`config.mk`:
```
export PLATFORM = sky130hd
export DESIGN_NAME = cpu_irq_summary
export DESIGN_NICKNAME = d
export VERILOG_FILES = /design/src/rtl/irq_sum_pkg.sv /design/src/rtl/irq_edge_bit.sv /design/src/rtl/irq_level_slot.sv /design/src/rtl/cpu_irq_summary.sv
export SDC_FILE = /design/constraint.sdc
export NUM_CORES = 1
export LEC_CHECK = 0
export BUFFER_PORTS_ARGS = -buffer_cell sky130_fd_sc_hd__buf_4
export CAP_MARGIN = 20
export CORE_ASPECT_RATIO = 0.7
export CORE_MARGIN = 2
export CORE_UTILIZATION = 47
export CTS_CLUSTER_SIZE = 16
export DETAILED_ROUTE_END_ITERATION = 10
export PLACE_DENSITY = 0.85
export SYNTH_ARGS = -nofsm -noshare
export SYNTH_HDL_FRONTEND = slang
export SYNTH_SLANG_ARGS = --single-unit
```
`constraint.sdc`:
```
create_clock -name clk -period 1.6 [get_ports clk]
set_clock_uncertainty 0.05 [all_clocks]
set_input_delay 0.32 -clock clk [delete_from_list [all_inputs] [get_ports clk]]
set_output_delay 0.32 -clock clk [all_outputs]
set_load 0.005 [all_outputs]
```
`src/rtl/irq_sum_pkg.sv`:
```
package irq_sum_pkg;
   typedef enum logic {
      SEL_ENABLE  = 1'b0,
      SEL_PENDING = 1'b1
   } reg_sel_e;
endpackage

```
`src/rtl/irq_edge_bit.sv`:
```
module irq_edge_bit (
   input  logic clk,
   input  logic rst_n,
   input  logic fire,
   input  logic clr,
   output logic pend
);
   always_ff @(posedge clk) begin
      if (!rst_n)
         pend <= 1'b0;
      else if (fire)
         pend <= 1'b1;
      else if (clr)
         pend <= 1'b0;
   end

   // a strobe always leaves the bit pending in the next cycle
   assert_fire_sets_R3: assert property (@(posedge clk) disable iff (!rst_n)
      fire |=> pend);
   // without a clear, a pending bit stays pending
   assert_hold_R4: assert property (@(posedge clk) disable iff (!rst_n)
      (pend && !clr) |=> pend);
endmodule

```
`src/rtl/irq_level_slot.sv`:
```
module irq_level_slot #(
   parameter int unsigned NODE_W = 5
) (
   input  logic              clk,
   input  logic              rst_n,
   input  logic              req,
   input  logic [NODE_W-1:0] node_in,
   output logic              pend,
   output logic [NODE_W-1:0] node_q
);
   initial begin
      if (NODE_W < 1) $error("NODE_W must be at least 1");
   end

   always_ff @(posedge clk) begin
      if (!rst_n) begin
         pend   <= 1'b0;
         node_q <= '0;
      end else begin
         pend <= req;
         if (!req)
            node_q <= '0;
         else if (!pend)
            node_q <= node_in;
      end
   end

   // pending mirrors the request one cycle late
   assert_follow_R5: assert property (@(posedge clk) disable iff (!rst_n)
      req |=> pend);
   // node field is frozen while the level stays asserted
   assert_node_hold_R7: assert property (@(posedge clk) disable iff (!rst_n)
      (pend && req) |=> $stable(node_q));
   // node field is zero whenever the level is idle
   assert_node_idle_R7: assert property (@(posedge clk) disable iff (!rst_n)
      !pend |-> (node_q == '0));
endmodule

```
`src/rtl/cpu_irq_summary.sv`:
```
module cpu_irq_summary
   import irq_sum_pkg::*;
#(
   parameter int unsigned N_LVL  = 4,
   parameter int unsigned NODE_W = 5,
   parameter int unsigned DATA_W = 32
) (
   input  logic                    clk,
   input  logic                    rst_n,
   input  logic                    evt_serial,
   input  logic                    evt_xcall,
   input  logic                    evt_clock,
   input  logic                    evt_conhalt,
   input  logic                    halt_req,
   input  logic [N_LVL-1:0]        lvl_req,
   input  logic [N_LVL*NODE_W-1:0] lvl_node,
   input  logic                    reg_wr,
   input  logic                    reg_sel,
   input  logic [DATA_W-1:0]       reg_wdata,
   output logic [DATA_W-1:0]       reg_rdata,
   output logic                    cpu_irq
);
   // summary layout
   localparam int unsigned SERIAL_BIT  = 0;
   localparam int unsigned LVL_LSB     = 1;
   localparam int unsigned XCALL_BIT   = LVL_LSB + N_LVL;
   localparam int unsigned CLOCK_BIT   = XCALL_BIT + 1;
   localparam int unsigned NODE_LSB    = CLOCK_BIT + 1;
   localparam int unsigned CONHALT_BIT = NODE_LSB + N_LVL * NODE_W;
   localparam int unsigned HALT_BIT    = CONHALT_BIT + 1;
   // mask layout
   localparam int unsigned MASK_W      = N_LVL + 5;
   localparam int unsigned N_EDGE      = 4;
   localparam int unsigned EDGE_POS [N_EDGE] = '{SERIAL_BIT, XCALL_BIT, CLOCK_BIT, CONHALT_BIT};

   initial begin
      if (HALT_BIT >= DATA_W) $error("summary layout does not fit DATA_W");
      if (MASK_W > DATA_W)    $error("mask does not fit DATA_W");
   end

   reg_sel_e sel;
   assign sel = reg_sel_e'(reg_sel);

   logic wr_mask, wr_sum;
   assign wr_mask = reg_wr && (sel == SEL_ENABLE);
   assign wr_sum  = reg_wr && (sel == SEL_PENDING);

   logic unused_wdata;
   assign unused_wdata = ^reg_wdata;

   // mask register
   logic [MASK_W-1:0] mask_q;
   always_ff @(posedge clk) begin
      if (!rst_n)
         mask_q <= '0;
      else if (wr_mask)
         mask_q <= reg_wdata[MASK_W-1:0];
   end

   // event-type pending bits
   logic [N_EDGE-1:0] edge_fire, edge_clr, edge_p;
   assign edge_fire = {evt_conhalt, evt_clock, evt_xcall, evt_serial};

   for (genvar e = 0; e < N_EDGE; e++) begin : g_edge
      assign edge_clr[e] = wr_sum && reg_wdata[EDGE_POS[e]];
      irq_edge_bit u_bit (
         .clk  (clk),
         .rst_n(rst_n),
         .fire (edge_fire[e]),
         .clr  (edge_clr[e]),
         .pend (edge_p[e])
      );
   end

   // level-type pending bits with node capture
   logic [N_LVL-1:0]  lvl_p;
   logic [NODE_W-1:0] node_q [N_LVL];

   for (genvar k = 0; k < N_LVL; k++) begin : g_lvl
      irq_level_slot #(.NODE_W(NODE_W)) u_slot (
         .clk    (clk),
         .rst_n  (rst_n),
         .req    (lvl_req[k]),
         .node_in(lvl_node[k*NODE_W +: NODE_W]),
         .pend   (lvl_p[k]),
         .node_q (node_q[k])
      );
   end

   logic halt_q;
   always_ff @(posedge clk) begin
      if (!rst_n) halt_q <= 1'b0;
      else        halt_q <= halt_req;
   end

   // summary assembly
   logic [DATA_W-1:0] sum_w;
   always_comb begin
      sum_w              = '0;
      sum_w[SERIAL_BIT]  = edge_p[0];
      sum_w[XCALL_BIT]   = edge_p[1];
      sum_w[CLOCK_BIT]   = edge_p[2];
      sum_w[CONHALT_BIT] = edge_p[3];
      sum_w[HALT_BIT]    = halt_q;
      for (int k = 0; k < N_LVL; k++) begin
         sum_w[LVL_LSB + k]                = lvl_p[k];
         sum_w[NODE_LSB + k*NODE_W +: NODE_W] = node_q[k];
      end
   end

   // pending vector in mask order
   logic [MASK_W-1:0] pend_m;
   assign pend_m = {edge_p[3], halt_q, edge_p[2], edge_p[1], lvl_p, edge_p[0]};

   assign cpu_irq = |(pend_m & mask_q);

   always_comb begin
      reg_rdata = '0;
      if (sel == SEL_PENDING) reg_rdata = sum_w;
      else                    reg_rdata[MASK_W-1:0] = mask_q;
   end

   // mask write lands in the next cycle
   assert_mask_load_R2: assert property (@(posedge clk) disable iff (!rst_n)
      wr_mask |=> (mask_q == $past(reg_wdata[MASK_W-1:0])));
   // halt bit mirrors the halt input
   assert_halt_follow_R6: assert property (@(posedge clk) disable iff (!rst_n)
      1'b1 |=> (halt_q == $past(halt_req)));
   // nothing enabled means no request
   assert_irq_quiet_R8: assert property (@(posedge clk) disable iff (!rst_n)
      (mask_q == '0) |-> !cpu_irq);
   // an enabled pending halt raises the request
   assert_irq_halt_R8: assert property (@(posedge clk) disable iff (!rst_n)
      (mask_q[N_LVL+3] && halt_q) |-> cpu_irq);
endmodule

```
==> run metrics, run 1 <==
FF+latch count, synth=38; First-pass DRT Iterations=4; hold path endpoint=halt_q$_SDFF_PN0_; port bufs=72; Seq/Total Area, Yosys=44.9%; register-to-register setup slack=630 ps; TritonCTS clock tree=done; cts hold-fix bufs=0; ANT cells=0; Tcrit/Tclk final=103%; Final Net Count=315; Power per Cell Area=900 nW/um^2; maximum capacitance violations=0; io pins=98; setup violators final=1; DR vias/cell=4.64; critical path arrival=1270 ps; status=finished with violations; CP required=1230 ps; total die area=4110 um^2; Slew Limit Fails=0; largest net degree at the start of global routing=26; post-synthesis cell area=1700 um^2; fraction of layout cells with a size suffix above 1=43.2%; clk buf depth=2; post-synth top area cell=dfxtp_1; Iter 0 DRT Violations=56; Hold/Removal Path Class=primary input to flip-flop; worst r2r src=g_lvl[1].u_slot.pend$_SDFF_PN0_; Async SR Flop Fraction=0%; DR vias=1393; Setup TNS Final=-42.6 ps; Routed Antenna Nets=0; Yosys cell types=23; Worst Setup Path Type=flip-flop to output port; H-tree Lvls=2; Fill cells=320; Clock Pin Slew Worst Setup and Hold Paths=70 ps; RSZ-0062 raised after global routing=yes; Syn Area/Cell=9.52 um^2; gr ovfl total=0; routed len/inst=12.1 um; Syn. warnings=0; Peak VDD IR=0.000717 V; Clock Latency Late Sink=290 ps; post-synthesis cell count=178; HPWL after DPL=2.71 mm; leak pwr=1.11 nW; crit end category=output port; clock root cell=clkbuf_8; vias in the first global route=1349; GRT Util Overall=19.7%; DRT Wirelength=3.62 mm; RD Place Congestion=0.713; most frequent cells in the layout=buf_4, dfxtp_1, nand2_1, and2_1; reg2reg end=g_lvl[1].u_slot.node_q[4]$_SDFFE_PN0N_; crit path max fanout=2; clock tree sinks=38; fin crit period=1640 ps; Remaining DRCs=0; first-pass GRT wire length=5.85 mm; top cell type's share of synthesized area=44.9%; failing checks=negative setup slack; hold path startpoint=halt_req; Die W=75.8 um; Area Overhead vs Synth=39.8%; setup slack after layout=-42.6 ps; top post-synthesis cells by area=dfxtp_1, mux2i_1, and2_1; tightest hold margin=185 ps; Initial Util=48.6%; Synth Flop Type=dfxtp_1; multi-input logic area=830 um^2; Post-synth EDFFs=0; DIE HEIGHT=54.3 um; Worst setup SP type=flip-flop; Cell Rows=18; Core ar.=3490 um^2; Num CTS Buffers=5; storage element area=764 um^2; most common cell after layout, fill and taps aside=buf_4; final hold violations=0; Worst Reg-to-Reg Cells=3; fmax=609 MHz; initial antenna violation count=0; WHS Path Cells=2
[metal layers]
layer	vias to the layer above	track usage (%)	wire, um
met5	-	0	0
met4	0	8.77	61
met3	8	5.52	282
met2	52	31.8	1520
met1	617	24.7	1750
li1	716	-	-
[sequential cells by signal, indices dropped and copies added (netlist names)]
name	count
g_edge.u_bit.pend	4
g_lvl.u_slot.node_q	20
g_lvl.u_slot.pend	4
halt_q	1
mask_q	9
[timing repair]
action | CTS | global route
setup buffers | 1 | 0
gates cloned | 0 | 0
setup endpoints to repair | 1 | 1
gates resized for setup | 3 | 1
pin swaps | 2 | 2
[worst max-delay path, stage by stage, from the launching register on]
cell and delay, ps:
dfxtp_2 320, a22o_1 240, a221oi_2 180, nand3_1 100, buf_4 150
[layout make-up]
cell class,count,area share (%)
multi-input combinational,123,35.0
sequential,38,32.3
timing repair buffer,78,24.7
clock buffer,6,3.48
tap,50,2.64
clock inverter,1,1.27
inverter,4,0.634
[how the worst max path moves through the flow]
stage / from / to / slack, ps
floorplan: reg_sel / reg_rdata[0] / 350
global placement: reg_sel / reg_rdata[3] / 130
detailed placement: reg_sel / reg_rdata[3] / 130
CTS: mask_q[6]$_SDFFE_PN0P_ / cpu_irq / -80
global route: g_lvl[3].u_slot.pend$_SDFF_PN0_ / cpu_irq / -130
finish: mask_q[6]$_SDFFE_PN0P_ / cpu_irq / -40
[synth_stat cells, types with 4 or more instances]
| cell | instances |
|---|---|
| dfxtp_1 | 38 |
| nor2_1 | 20 |
| a21boi_2 | 9 |
| nor2b_1 | 4 |
| a21oi_1 | 4 |
| nand2_1 | 22 |
| buf_2 | 4 |
| buf_4 | 5 |
| nand3_1 | 5 |
| mux2i_1 | 20 |
| inv_1 | 4 |
| and2_1 | 21 |
| mux2_2 | 9 |
[through the flow]
step	util (%)	power [mW]	std cells	cell area, um^2	setup WS, ps
finish	67.9	2.13	300	2370	-42.6
global route	67.9	2.22	300	2370	-130
CTS	67.8	2.16	300	2370	-83.5
detailed placement	64.2	1.34	292	2240	128
global placement	64.2	1.34	292	2240	128
floorplan	-	1.20	180	1700	349
[where the power goes]
part	switching (mW)	leakage [nW]	internal [mW]	total (mW)
clock network	0.309	0.0573	0.498	0.807
logic	0.121	0.740	0.184	0.306
registers	0.0270	0.313	0.992	1.02
total	0.457	1.11	1.67	2.13
[cell families (layout without fill, tap and decap cells)]
family                 count (synthesis)  count (layout)  share of synthesized area [%]
and+or+nand+nor                       74              74                           20.9
DFF                                   38              38                           44.9
muxes                                 29              29                           17.8
buffers and inverters                 19              89                           7.01
AOI/OAI and AO/OA                     17              17                           9.23
other                                  1               3                          0.221
Note: power is estimated with default switching activity, not from simulation.
==> run 2, diff against run 1 <==
--- a/config.mk
+++ b/config.mk
@@ -9,10 +9,11 @@
 export CAP_MARGIN = 20
 export CORE_ASPECT_RATIO = 0.7
 export CORE_MARGIN = 2
-export CORE_UTILIZATION = 47
+export CORE_UTILIZATION = 48
+export CTS_BUF_LIST = sky130_fd_sc_hd__clkbuf_4
 export CTS_CLUSTER_SIZE = 16
 export DETAILED_ROUTE_END_ITERATION = 10
-export PLACE_DENSITY = 0.85
+export PLACE_DENSITY = 0.87
 export SYNTH_ARGS = -nofsm -noshare
 export SYNTH_HDL_FRONTEND = slang
 export SYNTH_SLANG_ARGS = --single-unit
==> run 2 against run 1 <==
The run still ends with negative setup slack left. Total power decreased by 15%. Sequential share of layout area increased by 0.70 points. Worst hold slack lost 43 ps. Wire length increased by 4.4%. Sequential power hardly changed. Critical path type unchanged. Largest cell class unchanged. Highest routed layer unchanged.
==> run metrics, run 2 (synthesized netlist as in run 1, its figures left out) <==
status=finished with violations; failing checks=negative setup slack; hold path startpoint=halt_req; crit end category=output port; fraction of layout cells with a size suffix above 1=44.2% (+1.0 points); Worst Reg-to-Reg Cells=4 (+1); CP required=1230 ps (about the same); DIE HEIGHT=53.7 um (-0.97%); crit path max fanout=3 (+1); Post-Place Cells=291 (-0.34%); Remaining DRCs=0 (unchanged); Largest regs=g_lvl.u_slot.node_q (20), mask_q (9); Sw Ratio=23.8% (+2.4 points); vias in the first global route=1275 (-5.5%); largest net degree at the start of global routing=24 (-7.7%); WHS Path Cells=2 (unchanged); Num CTS Buffers=5 (unchanged); Worst path max stage delay=340 ps (+20 ps); slowest cell on the critical path=dfxtp_1; DRT Wirelength=3.78 mm (+4.4%); HPWL after DPL=2.82 mm (+3.9%); clock root cell=clkbuf_4; Tcrit/Tclk final=105% (+2.4 points); most frequent cells in the layout=buf_4, dfxtp_1, nand2_1, and2_1; critical path, cell by cell=a22o_1 > a221oi_2 > nand3_1 > buf_4; clock power share=26.6% (-11 points); DR vias/cell=4.76 (+2.5%); hold path endpoint=halt_q$_SDFF_PN0_; Fill cells=297 (-7.2%); gr ovfl total=0 (unchanged); Worst setup SP type=flip-flop; fin crit period=1680 ps (+37.7 ps); initial antenna violation count=0 (unchanged); setup violators final=1 (unchanged); port bufs=72 (unchanged); io pins=98 (unchanged); Buf/Inv on CP=1 (unchanged); routed len/inst=12.6 um (+4.1%); Core ar.=3450 um^2 (-1.3%); Stages on worst setup path=4 (unchanged); Power per Cell Area=778 nW/um^2 (-14%); clock tree sinks=38 (unchanged); TritonCTS clock tree=done; Routed Antenna Nets=0 (unchanged); Reg with most FFs=g_lvl.u_slot.node_q; Gate power share=17.0% (+2.7 points); Area Overhead vs Synth=37.3%; Initial Util=49.2% (+0.63 points); RD Place Congestion=0.739 (+3.6%); setup slack after layout=-80.3 ps (-37.7 ps); critical path arrival=1310 ps (+40 ps); Iter 0 DRT Violations=67 (+20%); Peak VDD IR=0.000526 V (-27%); reg2reg end=g_lvl[0].u_slot.node_q[2]$_SDFFE_PN0N_; clk buf depth=2 (unchanged); maximum capacitance violations=0 (unchanged); final hold violations=0 (unchanged); ANT cells=0 (unchanged); register-to-register setup slack=610 ps (-20 ps); Final Net Count=316 (+0.32%); First-pass DRT Iterations=4 (unchanged); total power=1.81 mW (-15%); GRT Util Overall=20.0% (+0.28 points); H-tree Lvls=2 (unchanged); Layout Cells excl Fill=301 (+0.33%); leak pwr=1.09 nW (-1.6%); Cell Int Power=1.38 mW (-18%); Slew Limit Fails=0 (unchanged); Clock Latency Late Sink=330 ps (+40 ps); fmax=595 MHz (-2.2%); delay-heaviest family, CP=compound AO/OA/AOI/OAI gates; Clock Pin Slew Worst Setup and Hold Paths=100 ps (+30 ps); Cell Rows=18 (unchanged); Die W=75.0 um (-0.99%); total die area=4030 um^2 (-1.9%); worst r2r src=g_lvl[0].u_slot.pend$_SDFF_PN0_; sequential group share of total power=56.5% (+8.7 points); Hold/Removal Path Class=primary input to flip-flop; DR vias=1432 (+2.8%); Psw=0.431 mW (-5.7%); RSZ-0062 raised after global routing=yes; most common cell after layout, fill and taps aside=buf_4; Largest register FFs=20 (unchanged); first-pass GRT wire length=5.80 mm (-0.94%); Worst Setup Path Type=flip-flop to output port
run 2: cell types whose count changed in the layout (fill, tap and decap cells not counted), sizes merged:
cell,before,now
clkbuf,6,7
bufinv,1,0
buf,78,79
run 2: worst max-delay path by stage:
stage / from / to
global placement: reg_sel / reg_rdata[6]
CTS: mask_q[4]$_SDFFE_PN0P_ / cpu_irq
finish: g_edge[3].u_bit.pend$_SDFFE_PN0P_ / cpu_irq
detailed placement: reg_sel / reg_rdata[2]
floorplan: reg_sel / reg_rdata[0]
global route: mask_q[4]$_SDFFE_PN0P_ / cpu_irq
run 2: per-layer routing:
layer	track usage, %	vias to the layer above	share of wire, %
met5	0	-	0
met4	5.36	0	1.0
met3	8.05	5	7.7
met2	32.6	46	46
met1	24.6	656	45
li1	-	725	-
run 2: stage by stage:
step | worst slack, ps | util, % | setup TNS, ps | instance area [um^2] | hold WS (ps)
2_1_floorplan | 349 | - | 0 | 1700 | 397
3_3_place_gp | 159 | 64.8 | 0 | 2230 | 416
3_5_place_dp | 161 | 64.8 | 0 | 2230 | 426
4_1_cts | -107 | 67.2 | -107 | 2320 | 126
5_1_grt | -221 | 67.5 | -247 | 2330 | 145
6_report | -80.3 | 67.5 | -80.3 | 2330 | 142
run 2: worst register-to-register path: stages, from the launching register on:
cell,delay [ps]
dfxtp_2,350
buf_6,90
buf_4,150
mux2i_1,200
nor2_1,50
run 2: power groups by stage:
| stage | clock, mW | sequential [mW] | combinational, mW |
|---|---|---|---|
| finish | 0.481 | 1.02 | 0.308 |
| global route | 0.526 | 1.03 | 0.340 |
| CTS | 0.504 | 1.02 | 0.308 |
| detailed placement | 0 | 1.04 | 0.301 |
| global placement | 0 | 1.04 | 0.296 |
| floorplan | 0 | 1.03 | 0.167 |
run 2: layout make-up:
type	instances	area [um^2]	share of cell area, %
sequential	38	767	33.0
timing repair buffer	79	601	25.8
clock buffer	7	52.6	2.26
inverter	4	15.0	0.645
multi-input combinational	123	830	35.6
tap	50	62.6	2.69
run 2: timing repair:
action / CTS / global route
hold buffers: 0 / 0
pin swaps: 1 / 0
buffers inserted: 2 / 1
resized for setup: 7 / 1
endpoints found under the setup margin: 4 / 4
